File: src/rtl/bac_pkg.sv
// Shared types for the area-based external bus controller.
// Assumes one bus state per clock and a two-lane (16-bit) external data bus.
package bac_pkg;
    localparam int BYTE_W   = 8;
    localparam int DATA_W   = 2 * BYTE_W;
    localparam int WCOUNT_W = 2;

    // Settings of one area, captured when a request is accepted.
    typedef struct packed {
        logic                wide;     // 16-bit data bus
        logic                three;    // 3-state basic cycle
        logic [WCOUNT_W-1:0] waits;    // programmed wait states
        logic                ext;      // chip-select extension states
        logic                rd_late;  // read strobe held one extra state
    } area_cfg_t;

    // Bus cycle states.
    typedef enum logic [2:0] {
        ST_IDLE = 3'd0,
        ST_PRE  = 3'd1,
        ST_T1   = 3'd2,
        ST_T2   = 3'd3,
        ST_TW   = 3'd4,
        ST_T3   = 3'd5,
        ST_POST = 3'd6
    } bus_state_t;
endpackage

File: src/rtl/bac_area_sel.sv
// Picks the settings of the addressed area out of the flat per-area configuration vectors.
// Assumes the area index is already taken from the top address bits. Purely combinational.
module bac_area_sel
    import bac_pkg::*;
#(
    parameter int N_AREAS = 8,
    localparam int AREA_W = $clog2(N_AREAS)
) (
    input  logic [AREA_W-1:0]           area_idx,
    input  logic [N_AREAS-1:0]          cfg_wide,
    input  logic [N_AREAS-1:0]          cfg_three,
    input  logic [N_AREAS*WCOUNT_W-1:0] cfg_waits,
    input  logic [N_AREAS-1:0]          cfg_ext,
    input  logic [N_AREAS-1:0]          cfg_rd_late,
    output area_cfg_t                   sel_cfg
);
    // Gather the fields of the selected area into one record.
    always_comb begin
        sel_cfg.wide    = cfg_wide[area_idx];
        sel_cfg.three   = cfg_three[area_idx];
        sel_cfg.waits   = cfg_waits[area_idx*WCOUNT_W +: WCOUNT_W];
        sel_cfg.ext     = cfg_ext[area_idx];
        sel_cfg.rd_late = cfg_rd_late[area_idx];
    end
endmodule

File: src/rtl/bac_seq.sv
// Bus cycle sequencer. It steps through the extension, basic and wait states of each byte or word
// cycle and repeats the cycle for the odd byte when a word goes to an 8-bit area.
// Assumes start is only raised while idle. The area settings are captured at start.
module bac_seq
    import bac_pkg::*;
(
    input  logic       clk,
    input  logic       rst_n,
    input  logic       start,
    input  logic       start_word,
    input  area_cfg_t  cfg_in,
    input  logic       wait_n,
    output bus_state_t state,
    output area_cfg_t  cfg_q,
    output logic       split_q,
    output logic       phase,
    output logic       cycle_end,
    output logic       done
);
    logic [WCOUNT_W-1:0] wcnt;
    logic                byte_end;
    logic                last_byte;

    // Last access state of a byte cycle, where read data is sampled.
    assign cycle_end = (state == ST_T2 && !cfg_q.three) || (state == ST_T3);
    // Final state of a byte cycle, including the trailing extension state.
    assign byte_end  = cfg_q.ext ? (state == ST_POST) : cycle_end;
    // No further byte cycle follows this one.
    assign last_byte = !split_q || phase;

    // State register, wait counter, byte phase and completion pulse.
    always_ff @(posedge clk) begin
        if (!rst_n) begin
            state   <= ST_IDLE;
            cfg_q   <= '0;
            split_q <= 1'b0;
            phase   <= 1'b0;
            wcnt    <= '0;
            done    <= 1'b0;
        end else begin
            done <= 1'b0;
            case (state)
                ST_IDLE: begin
                    if (start) begin
                        cfg_q   <= cfg_in;
                        split_q <= start_word && !cfg_in.wide;
                        phase   <= 1'b0;
                        state   <= cfg_in.ext ? ST_PRE : ST_T1;
                    end
                end
                ST_PRE:  state <= ST_T1;
                ST_T1:   state <= ST_T2;
                ST_T2: begin
                    if (cfg_q.three) begin
                        if (cfg_q.waits != '0) begin
                            wcnt  <= cfg_q.waits - 1'b1;
                            state <= ST_TW;
                        end else if (!wait_n) begin
                            wcnt  <= '0;
                            state <= ST_TW;
                        end else begin
                            state <= ST_T3;
                        end
                    end
                end
                ST_TW: begin
                    if (wcnt != '0) begin
                        wcnt <= wcnt - 1'b1;
                    end else if (wait_n) begin
                        state <= ST_T3;
                    end
                end
                ST_T3:   state <= state;
                ST_POST: state <= state;
                default: state <= ST_IDLE;
            endcase
            // Leaving a byte cycle: start the odd byte, or finish the request.
            if (byte_end) begin
                if (last_byte) begin
                    state <= ST_IDLE;
                    done  <= 1'b1;
                end else begin
                    phase <= 1'b1;
                    state <= cfg_q.ext ? ST_PRE : ST_T1;
                end
            end else if (cycle_end && cfg_q.ext) begin
                state <= ST_POST;
            end
        end
    end
endmodule

File: src/rtl/bac_lanes.sv
// Address and byte-lane steering. It forms the external address of the current byte cycle,
// places write data on the correct lanes, selects the write strobes and builds the read result.
// Assumes the request fields stay stable from acceptance to completion.
module bac_lanes
    import bac_pkg::*;
#(
    parameter int ADDR_W = 24
) (
    input  logic              clk,
    input  logic              rst_n,
    input  logic [ADDR_W-1:0] addr_q,
    input  logic              word_q,
    input  logic              wide,
    input  logic              split,
    input  logic              phase,
    input  logic [DATA_W-1:0] wdata_q,
    input  logic [DATA_W-1:0] din,
    input  logic              sample,
    output logic [ADDR_W-1:0] eff_addr,
    output logic [DATA_W-1:0] dout,
    output logic              use_hi,
    output logic              use_lo,
    output logic [DATA_W-1:0] rdata
);
    logic full_word;
    logic odd_lane;

    assign full_word = word_q && wide;
    assign odd_lane  = wide && !word_q && addr_q[0];

    // External address of the current byte or word cycle.
    always_comb begin
        if (split)          eff_addr = {addr_q[ADDR_W-1:1], phase};
        else if (full_word) eff_addr = {addr_q[ADDR_W-1:1], 1'b0};
        else                eff_addr = addr_q;
    end

    // Lane enables for the write strobes.
    assign use_hi = full_word || !odd_lane;
    assign use_lo = full_word || odd_lane;

    // Write data placed on the lanes in use.
    always_comb begin
        if (full_word)  dout = wdata_q;
        else if (split) dout = phase ? {wdata_q[BYTE_W-1:0], {BYTE_W{1'b0}}}
                                     : {wdata_q[DATA_W-1:BYTE_W], {BYTE_W{1'b0}}};
        else if (odd_lane) dout = {{BYTE_W{1'b0}}, wdata_q[BYTE_W-1:0]};
        else               dout = {wdata_q[BYTE_W-1:0], {BYTE_W{1'b0}}};
    end

    // Read result register, loaded at each sampling point.
    always_ff @(posedge clk) begin
        if (!rst_n) begin
            rdata <= '0;
        end else if (sample) begin
            if (full_word)     rdata <= din;
            else if (split && !phase) rdata[DATA_W-1:BYTE_W] <= din[DATA_W-1:BYTE_W];
            else if (split)    rdata[BYTE_W-1:0] <= din[DATA_W-1:BYTE_W];
            else if (odd_lane) rdata <= {{BYTE_W{1'b0}}, din[BYTE_W-1:0]};
            else               rdata <= {{BYTE_W{1'b0}}, din[DATA_W-1:BYTE_W]};
        end
    end
endmodule

File: src/rtl/ext_area_bus_ctrl.sv
// Area-based external bus controller, top level. It accepts one request at a time, decodes the
// area from the top address bits, drives the chip selects and strobes from the sequencer state,
// and returns a one-clock done pulse. Assumes a single requester and one bus state per clock.
module ext_area_bus_ctrl
    import bac_pkg::*;
#(
    parameter int ADDR_W  = 24,
    parameter int N_AREAS = 8,
    localparam int AREA_W = $clog2(N_AREAS)
) (
    input  logic                        clk,
    input  logic                        rst_n,
    input  logic                        req_valid,
    output logic                        req_ready,
    input  logic [ADDR_W-1:0]           req_addr,
    input  logic                        req_write,
    input  logic                        req_word,
    input  logic [DATA_W-1:0]           req_wdata,
    output logic [DATA_W-1:0]           req_rdata,
    output logic                        req_done,
    input  logic [N_AREAS-1:0]          cfg_wide,
    input  logic [N_AREAS-1:0]          cfg_three,
    input  logic [N_AREAS*WCOUNT_W-1:0] cfg_waits,
    input  logic [N_AREAS-1:0]          cfg_ext,
    input  logic [N_AREAS-1:0]          cfg_rd_late,
    output logic [ADDR_W-1:0]           bus_addr,
    input  logic [DATA_W-1:0]           bus_din,
    output logic [DATA_W-1:0]           bus_dout,
    output logic                        bus_doe,
    output logic [N_AREAS-1:0]          bus_cs_n,
    output logic                        bus_rd_n,
    output logic                        bus_wrh_n,
    output logic                        bus_wrl_n,
    input  logic                        bus_wait_n
);
    logic [AREA_W-1:0] area_in, area_q;
    logic [ADDR_W-1:0] addr_q;
    logic [DATA_W-1:0] wdata_q;
    logic              write_q, word_q;
    logic              accept, busy, access, wr_state;
    logic              rd_hold;
    area_cfg_t         sel_cfg, cfg_q;
    bus_state_t        state;
    logic              split_q, phase, cycle_end, use_hi, use_lo;

    assign area_in = req_addr[ADDR_W-1 -: AREA_W];

    bac_area_sel #(.N_AREAS(N_AREAS)) u_sel (
        .area_idx   (area_in),
        .cfg_wide   (cfg_wide),
        .cfg_three  (cfg_three),
        .cfg_waits  (cfg_waits),
        .cfg_ext    (cfg_ext),
        .cfg_rd_late(cfg_rd_late),
        .sel_cfg    (sel_cfg)
    );

    assign req_ready = (state == ST_IDLE);
    assign accept    = req_valid && req_ready;

    // Request capture at acceptance.
    always_ff @(posedge clk) begin
        if (!rst_n) begin
            addr_q  <= '0;
            area_q  <= '0;
            wdata_q <= '0;
            write_q <= 1'b0;
            word_q  <= 1'b0;
        end else if (accept) begin
            addr_q  <= req_addr;
            area_q  <= area_in;
            wdata_q <= req_wdata;
            write_q <= req_write;
            word_q  <= req_word;
        end
    end

    bac_seq u_seq (
        .clk       (clk),
        .rst_n     (rst_n),
        .start     (accept),
        .start_word(req_word),
        .cfg_in    (sel_cfg),
        .wait_n    (bus_wait_n),
        .state     (state),
        .cfg_q     (cfg_q),
        .split_q   (split_q),
        .phase     (phase),
        .cycle_end (cycle_end),
        .done      (req_done)
    );

    bac_lanes #(.ADDR_W(ADDR_W)) u_lanes (
        .clk     (clk),
        .rst_n   (rst_n),
        .addr_q  (addr_q),
        .word_q  (word_q),
        .wide    (cfg_q.wide),
        .split   (split_q),
        .phase   (phase),
        .wdata_q (wdata_q),
        .din     (bus_din),
        .sample  (cycle_end && !write_q),
        .eff_addr(bus_addr),
        .dout    (bus_dout),
        .use_hi  (use_hi),
        .use_lo  (use_lo),
        .rdata   (req_rdata)
    );

    assign busy     = (state != ST_IDLE);
    assign access   = (state == ST_T1) || (state == ST_T2) || (state == ST_TW) || (state == ST_T3);
    assign wr_state = write_q && ((state == ST_T2) || (state == ST_TW));

    // One chip select per area, low for the whole access to that area.
    for (genvar g = 0; g < N_AREAS; g++) begin : g_cs
        assign bus_cs_n[g] = !(busy && (area_q == AREA_W'(g)));
    end

    // Read strobe hold for one state after a read in an area with the late option.
    always_ff @(posedge clk) begin
        if (!rst_n) rd_hold <= 1'b0;
        else        rd_hold <= cycle_end && !write_q && cfg_q.rd_late;
    end

    assign bus_rd_n  = !((access && !write_q) || rd_hold);
    assign bus_wrh_n = !(wr_state && use_hi);
    assign bus_wrl_n = !(wr_state && use_lo);
    assign bus_doe   = write_q && busy;
endmodule

File: config.mk
export PLATFORM = sky130hd
export DESIGN_NAME = ext_area_bus_ctrl
export DESIGN_NICKNAME = d
export VERILOG_FILES = /design/src/rtl/bac_pkg.sv /design/src/rtl/bac_area_sel.sv /design/src/rtl/bac_seq.sv /design/src/rtl/bac_lanes.sv /design/src/rtl/ext_area_bus_ctrl.sv
export SDC_FILE = /design/constraint.sdc
export NUM_CORES = 1
export LEC_CHECK = 0
export BUFFER_PORTS_ARGS = -buffer_cell sky130_fd_sc_hd__buf_2
export CORE_ASPECT_RATIO = 0.75
export CORE_UTILIZATION = 43
export CTS_CLUSTER_DIAMETER = 30
export DETAILED_ROUTE_END_ITERATION = 6
export PLACE_DENSITY = 0.77
export SLEW_MARGIN = 30
export SYNTH_ARGS = -nofsm -noshare
export SYNTH_HDL_FRONTEND = slang
export SYNTH_HIERARCHICAL = 1
export SYNTH_SLANG_ARGS = --single-unit
export TNS_END_PERCENT = 10
File: constraint.sdc
create_clock -name clk -period 2.14 [get_ports clk]
set_clock_uncertainty 0.05 [all_clocks]
set_input_delay 0.535 -clock clk [delete_from_list [all_inputs] [get_ports clk]]
set_output_delay 0.535 -clock clk [all_outputs]
set_load 0.03 [all_outputs]
# Word-level counts from Yosys, hierarchy flattened
# Cells that the tools add are included.
# op_classes
multipliers	0
n_div	0
n_eq_ne	23
muxes	43
shift	1
add_sub_neg	2
order_cmp	1
bitwise_logic	0
n_reduce_logical	63
# ops
operator	n
$mux 16	5
$mux 8	5
$mux 3	8
$logic_and 1x1->1	23
$eq 3x3->1 const B	7
$logic_not 1->1	18
$pmux 3 s6	1
$shiftx 16x5->2	1
$mux 1	13
$bmux 1 s3	4
$eq 3x2->1 const B	4
$mux 2	6
$logic_or 1x1->1	9
$ne 4x1->1 const B	2
$reduce_and 2->1	4
$eq 3x1->1 const B	2
$logic_not 3->1	2
$ne 2x1->1 const B	3
$ne 3x1->1 const B	2
$reduce_bool 2->1	3
$reduce_and 5->1	1
$lt 3x4->1 const B	1
$ne 4x2->1 const B	1
$ne 4x3->1 const B	1
other kinds (6)	7
# totals
output_inout_bits	70
elab_cells	151
ram_bits	0
rom_bits	0
latchBits	0
ff_bits	76
in_bits	110
n_memories	0

# Longest topological paths before layout
# logic_depth
depth_word	7
ltp_mapped	9
depth_no_buf	7

# Modules after synthesis
# Netlist, hierarchy kept.
# by_module_without_submodules
mod	seq_area_each_um2	n_inst	cells_per_inst	area_each_um2
ext_area_bus_ctrl	860.8	1	208	1891.8
bac_lanes	320.3	1	124	1061.0
bac_seq	280.3	1	90	752.0
bac_area_sel	0.0	1	21	401.6

# Worst setup path before layout
# No wires, ideal clock.
# synth_path
path_kind	input -> register
from	input req_addr[21]
to	register u_seq.state[1]
t_arrival_ns	2.074
required_time_ns	1.999
n_path_buf	1
slack_ns	-0.075
cell_stages	7
setup_ns	0.091
path_cell_list	buf_6 > mux4_1 > mux2_2 > nor3b_1 > a211oi_1 > a21oi_1 > a311oi_1
# synth_rtl
element	line_no	text
from (decl)	ext_area_bus_ctrl.sv:15	input logic [ADDR_W-1:0] req_addr,
to (signal assigned)	bac_seq.sv:48	state <= cfg_in.ext ? ST_PRE : ST_T1;
to (signal assigned)	bac_seq.sv:73	ST_T3: state <= state;
to (signal assigned)	bac_seq.sv:74	ST_POST: state <= state;
to (decl)	bac_seq.sv:13	output bus_state_t state,

# Worst setup path in the final report
# layout_path
from	register u_seq.state[2]
to	output bus_cs_n[7]
# layout_via
elab_chain_cells	3
# layout_lines
element	line_no	text
$reduce_bool 3->1	ext_area_bus_ctrl.sv:111	assign busy = (state != ST_IDLE);
$logic_and 1x1->1	ext_area_bus_ctrl.sv:117	assign bus_cs_n[g] = !(busy && (area_q == AREA_W'(g)));
$logic_not 1->1	ext_area_bus_ctrl.sv:117	
to (decl)	ext_area_bus_ctrl.sv:30	output logic [N_AREAS-1:0] bus_cs_n,
# No other way between the ends.

==> results.cfg <==
[route]
drt-total-wl_mm = 10.4
routed_via_density = 5.10
wl_per_cell_um = 14.2
first_pass_iters = 4
drt_first_iter_violations = 242
route.detailed.drc = 0
ant_nets = 0
vias = 3729

[final_layout]
drive_above_1_share_pct = 39.3
num_antenna_cells = 0
syn2layout_area_growth_pct = 30.0
finalInstanceArea_um2 = 5340
final_nets = 710
multi_input_area_um2 = 2230
finalNonFillerCells = 731
final-seq-area_um2 = 1470
fillers = 819

[yosys]
synth_seq_cells = 73
yosysSeqAreaShare_pct = 35.6
synth_top_area_share_pct = 35.6
ys_warn_count = 6
netlist_area_um2 = 4110
synth_common_cells = nand2_1, dfxtp_1, mux2i_1
yosysUniqueCellTypes = 57
syn_nets = 554
yosys.area.top_type = dfxtp_1
yosysMostFrequentCell = nand2_1
async_flop_share_pct = 0
synth_edf_count = 0
ys_top_cells_by_area = dfxtp_1, mux2i_1, nand2_1, mux4_1, buf_4
avgSynthCellArea_um2 = 9.27
synthFlopType = dfxtp_1
synthCells = 443

[worst_setup_path]
critical_path.max_stage_delay_ns = 0.39
crit_family = compound AO/OA/AOI/OAI gates
r2r_end = u_lanes/rdata[5]
crit_fanout = 10
slowest_stage = o31a_2
cp.required_ns = 1.55
critPathBufInv = 2
worstPathArrival_ns = 1.52
rr_worst_depth = 9
r2r_start = u_seq/state[2]
cp-end-kind = primary output
crit_path_cell_trace = buf_4 -> o31a_2 -> nand3_1 -> buf_6
reg2reg_slack_ns = 0.22
crit_type = flip-flop to primary output
start_kind = flip-flop

[power]
power_density_nw_per_um2 = 1110
p_leak_nw = 2.47
vdd_drop_max_uv = 568
total_power_mw = 5.92

[die]
io_pins = 180
core_area_um2 = 9160
initial_utilization_pct = 44.8
rows = 30
die_w_um = 115
die_area_um2 = 9950
chipHeight_um = 86.6

[clock_tree]
clk_latency_ns = 0.33
cts_inserted_buffers = 9
cts_tree = done
cts_root_buf = clkbuf_16
path_clk_slew_ns = 0.06
clkSinkCount = 73
clockBufferDepth = 2
cts-htree-levels = 3

[grt]
grt_first_pass_wirelength_mm = 16.6
grt.overflow.total = 0
grt_pass1_vias = 3569
grt_usage_pct = 21.1
antenna_found_initial = 0
grt_max_degree = 39

[timing]
tightest_slew_ns = 0.550
max_clock_freq_mhz = 476
setup_violations = 0
min_period_ns = 2.10
holdWs_ns = 0.401
worst_slack_ns = 0.0384
final_hold_viol_count = 0
slew_headroom_pct = 63.1
post-route-period-util_pct = 98.2
slew_violations = 0
rsz0062_at_grt = yes

[placed_design]
io_buffers = 179
gp_congestion = 0.925
postPlaceCellArea_um2 = 4880
dpl.hpwl_mm = 7.95
dp_cells = 715
pre_cts_ws_ns = -0.163

[outcome]
outcome = finished clean

[flow_run]
max_cap_violations = 0

[min_path]
hold-path-endpoint = addr_q[6]
hp-class = input port to flip-flop
hold_start = req_addr[6]
min_path_cells = 3
placed cells by master, fill, tap and decap left out, types with 2 or more instances in the layout:
master | synthesis | layout
bufinv_16 | 0 | 3
nor3_1 | 2 | 2
and2_1 | 10 | 10
clkinv_2 | 0 | 2
a21boi_1 | 8 | 8
mux4_1 | 12 | 11
dfxtp_1 | 73 | 68
nor2b_1 | 3 | 3
o21a_1 | 3 | 2
o22ai_1 | 2 | 2
mux2i_1 | 50 | 50
dfxtp_4 | 0 | 2
o21ai_1 | 6 | 6
inv_1 | 7 | 7
o31a_1 | 2 | 2
buf_4 | 25 | 29
a21oi_1 | 18 | 18
nand3b_1 | 5 | 5
nor3b_1 | 3 | 3
nand4b_1 | 2 | 2
dfxtp_2 | 0 | 3
o211ai_1 | 3 | 3
buf_2 | 4 | 158
a22o_1 | 8 | 8
nand2_1 | 115 | 115
nand2b_1 | 3 | 2
and3_1 | 3 | 3
mux2_2 | 6 | 5
nand3_1 | 10 | 10
o21ai_0 | 8 | 8
clkbuf_16 | 0 | 9
nor2_1 | 5 | 5
buf_6 | 7 | 7
layout make-up:
class | instances | area share, %
multi-input cells | 312 | 41.8
flip-flops and latches | 73 | 27.6
repair buffers | 196 | 20.9
clock buffers | 9 | 4.22
well taps | 128 | 3.00
clock inverters | 6 | 2.02
inverters | 7 | 0.492
power breakdown:
group          total, mW  leakage (nW)  internal, mW  switching [mW]
clock network       1.68         0.161          1.13           0.551
registers           1.87         0.598          1.64           0.225
logic               2.38          1.71         0.949            1.43
layer usage:
layer / vias up / global-route usage, % / wire, um
met3: 5 / 6.50 / 746
met4: 0 / 4.72 / 38
met1: 1750 / 25.0 / 4600
li1: 1833 / - / -
met2: 141 / 37.5 / 5030
met5: - / 0 / 0
how the worst max path moves through the flow:
stage	start	end	slack, ns	cells after the start
after floorplan	req_addr[21]	u_seq/state[1]	0.02	7
after global placement	req_addr[21]	u_seq/state[1]	-0.11	7
after detailed placement	req_addr[21]	u_seq/state[1]	-0.16	7
after CTS	addr_q[0]	bus_dout[12]	-0.01	5
after global routing	addr_q[0]	bus_dout[10]	-0.01	5
final	u_seq/state[2]	bus_cs_n[7]	0.04	4
cells by family (layout without fill, tap and decap cells):
group | count (synthesis) | after routing | share of synthesized area, %
compound gates | 67 | 67 | 11.2
xor+xnor | 1 | 1 | 0.213
fa+ha+maj | 1 | 1 | 0.305
buf+inv | 58 | 218 | 10.8
flops | 73 | 73 | 35.6
mux | 68 | 68 | 21.5
simple gates | 175 | 175 | 20.3
per-stage QoR:
step	util, %	setup TNS (ns)
5_1_grt	58.3	-0.0487
4_1_cts	57.9	-0.0163
6_report	58.3	0
3_5_place_dp	53.3	-0.210
3_3_place_gp	53.3	-0.109
2_1_floorplan	-	0
worst register-to-register path, cell delays in order, from the launching register on:
cell      delay [ns]
dfxtp_4         0.38
buf_4           0.18
nor3b_2         0.16
o21ai_1         0.11
inv_1           0.06
nor2b_1         0.26
a21boi_2        0.21
buf_4           0.20
o21ai_0         0.11
a21oi_1         0.13
sequential cells by signal, indices dropped and copies added (netlist names), 2 cells and up:
name,cells
u_seq/cfg_q,6
area_q,3
u_seq/state,3
addr_q,21
wdata_q,16
u_seq/wcnt,2
u_lanes/rdata,16
timing repair:
item	CTS	global route
hold endpoints to repair	0	0
resized for setup	29	13
hold buffers	0	0
setup endpoints to repair	26	26
setup buffers	1	0
pin swaps	4	4
Power figures use the tool's default switching activity.
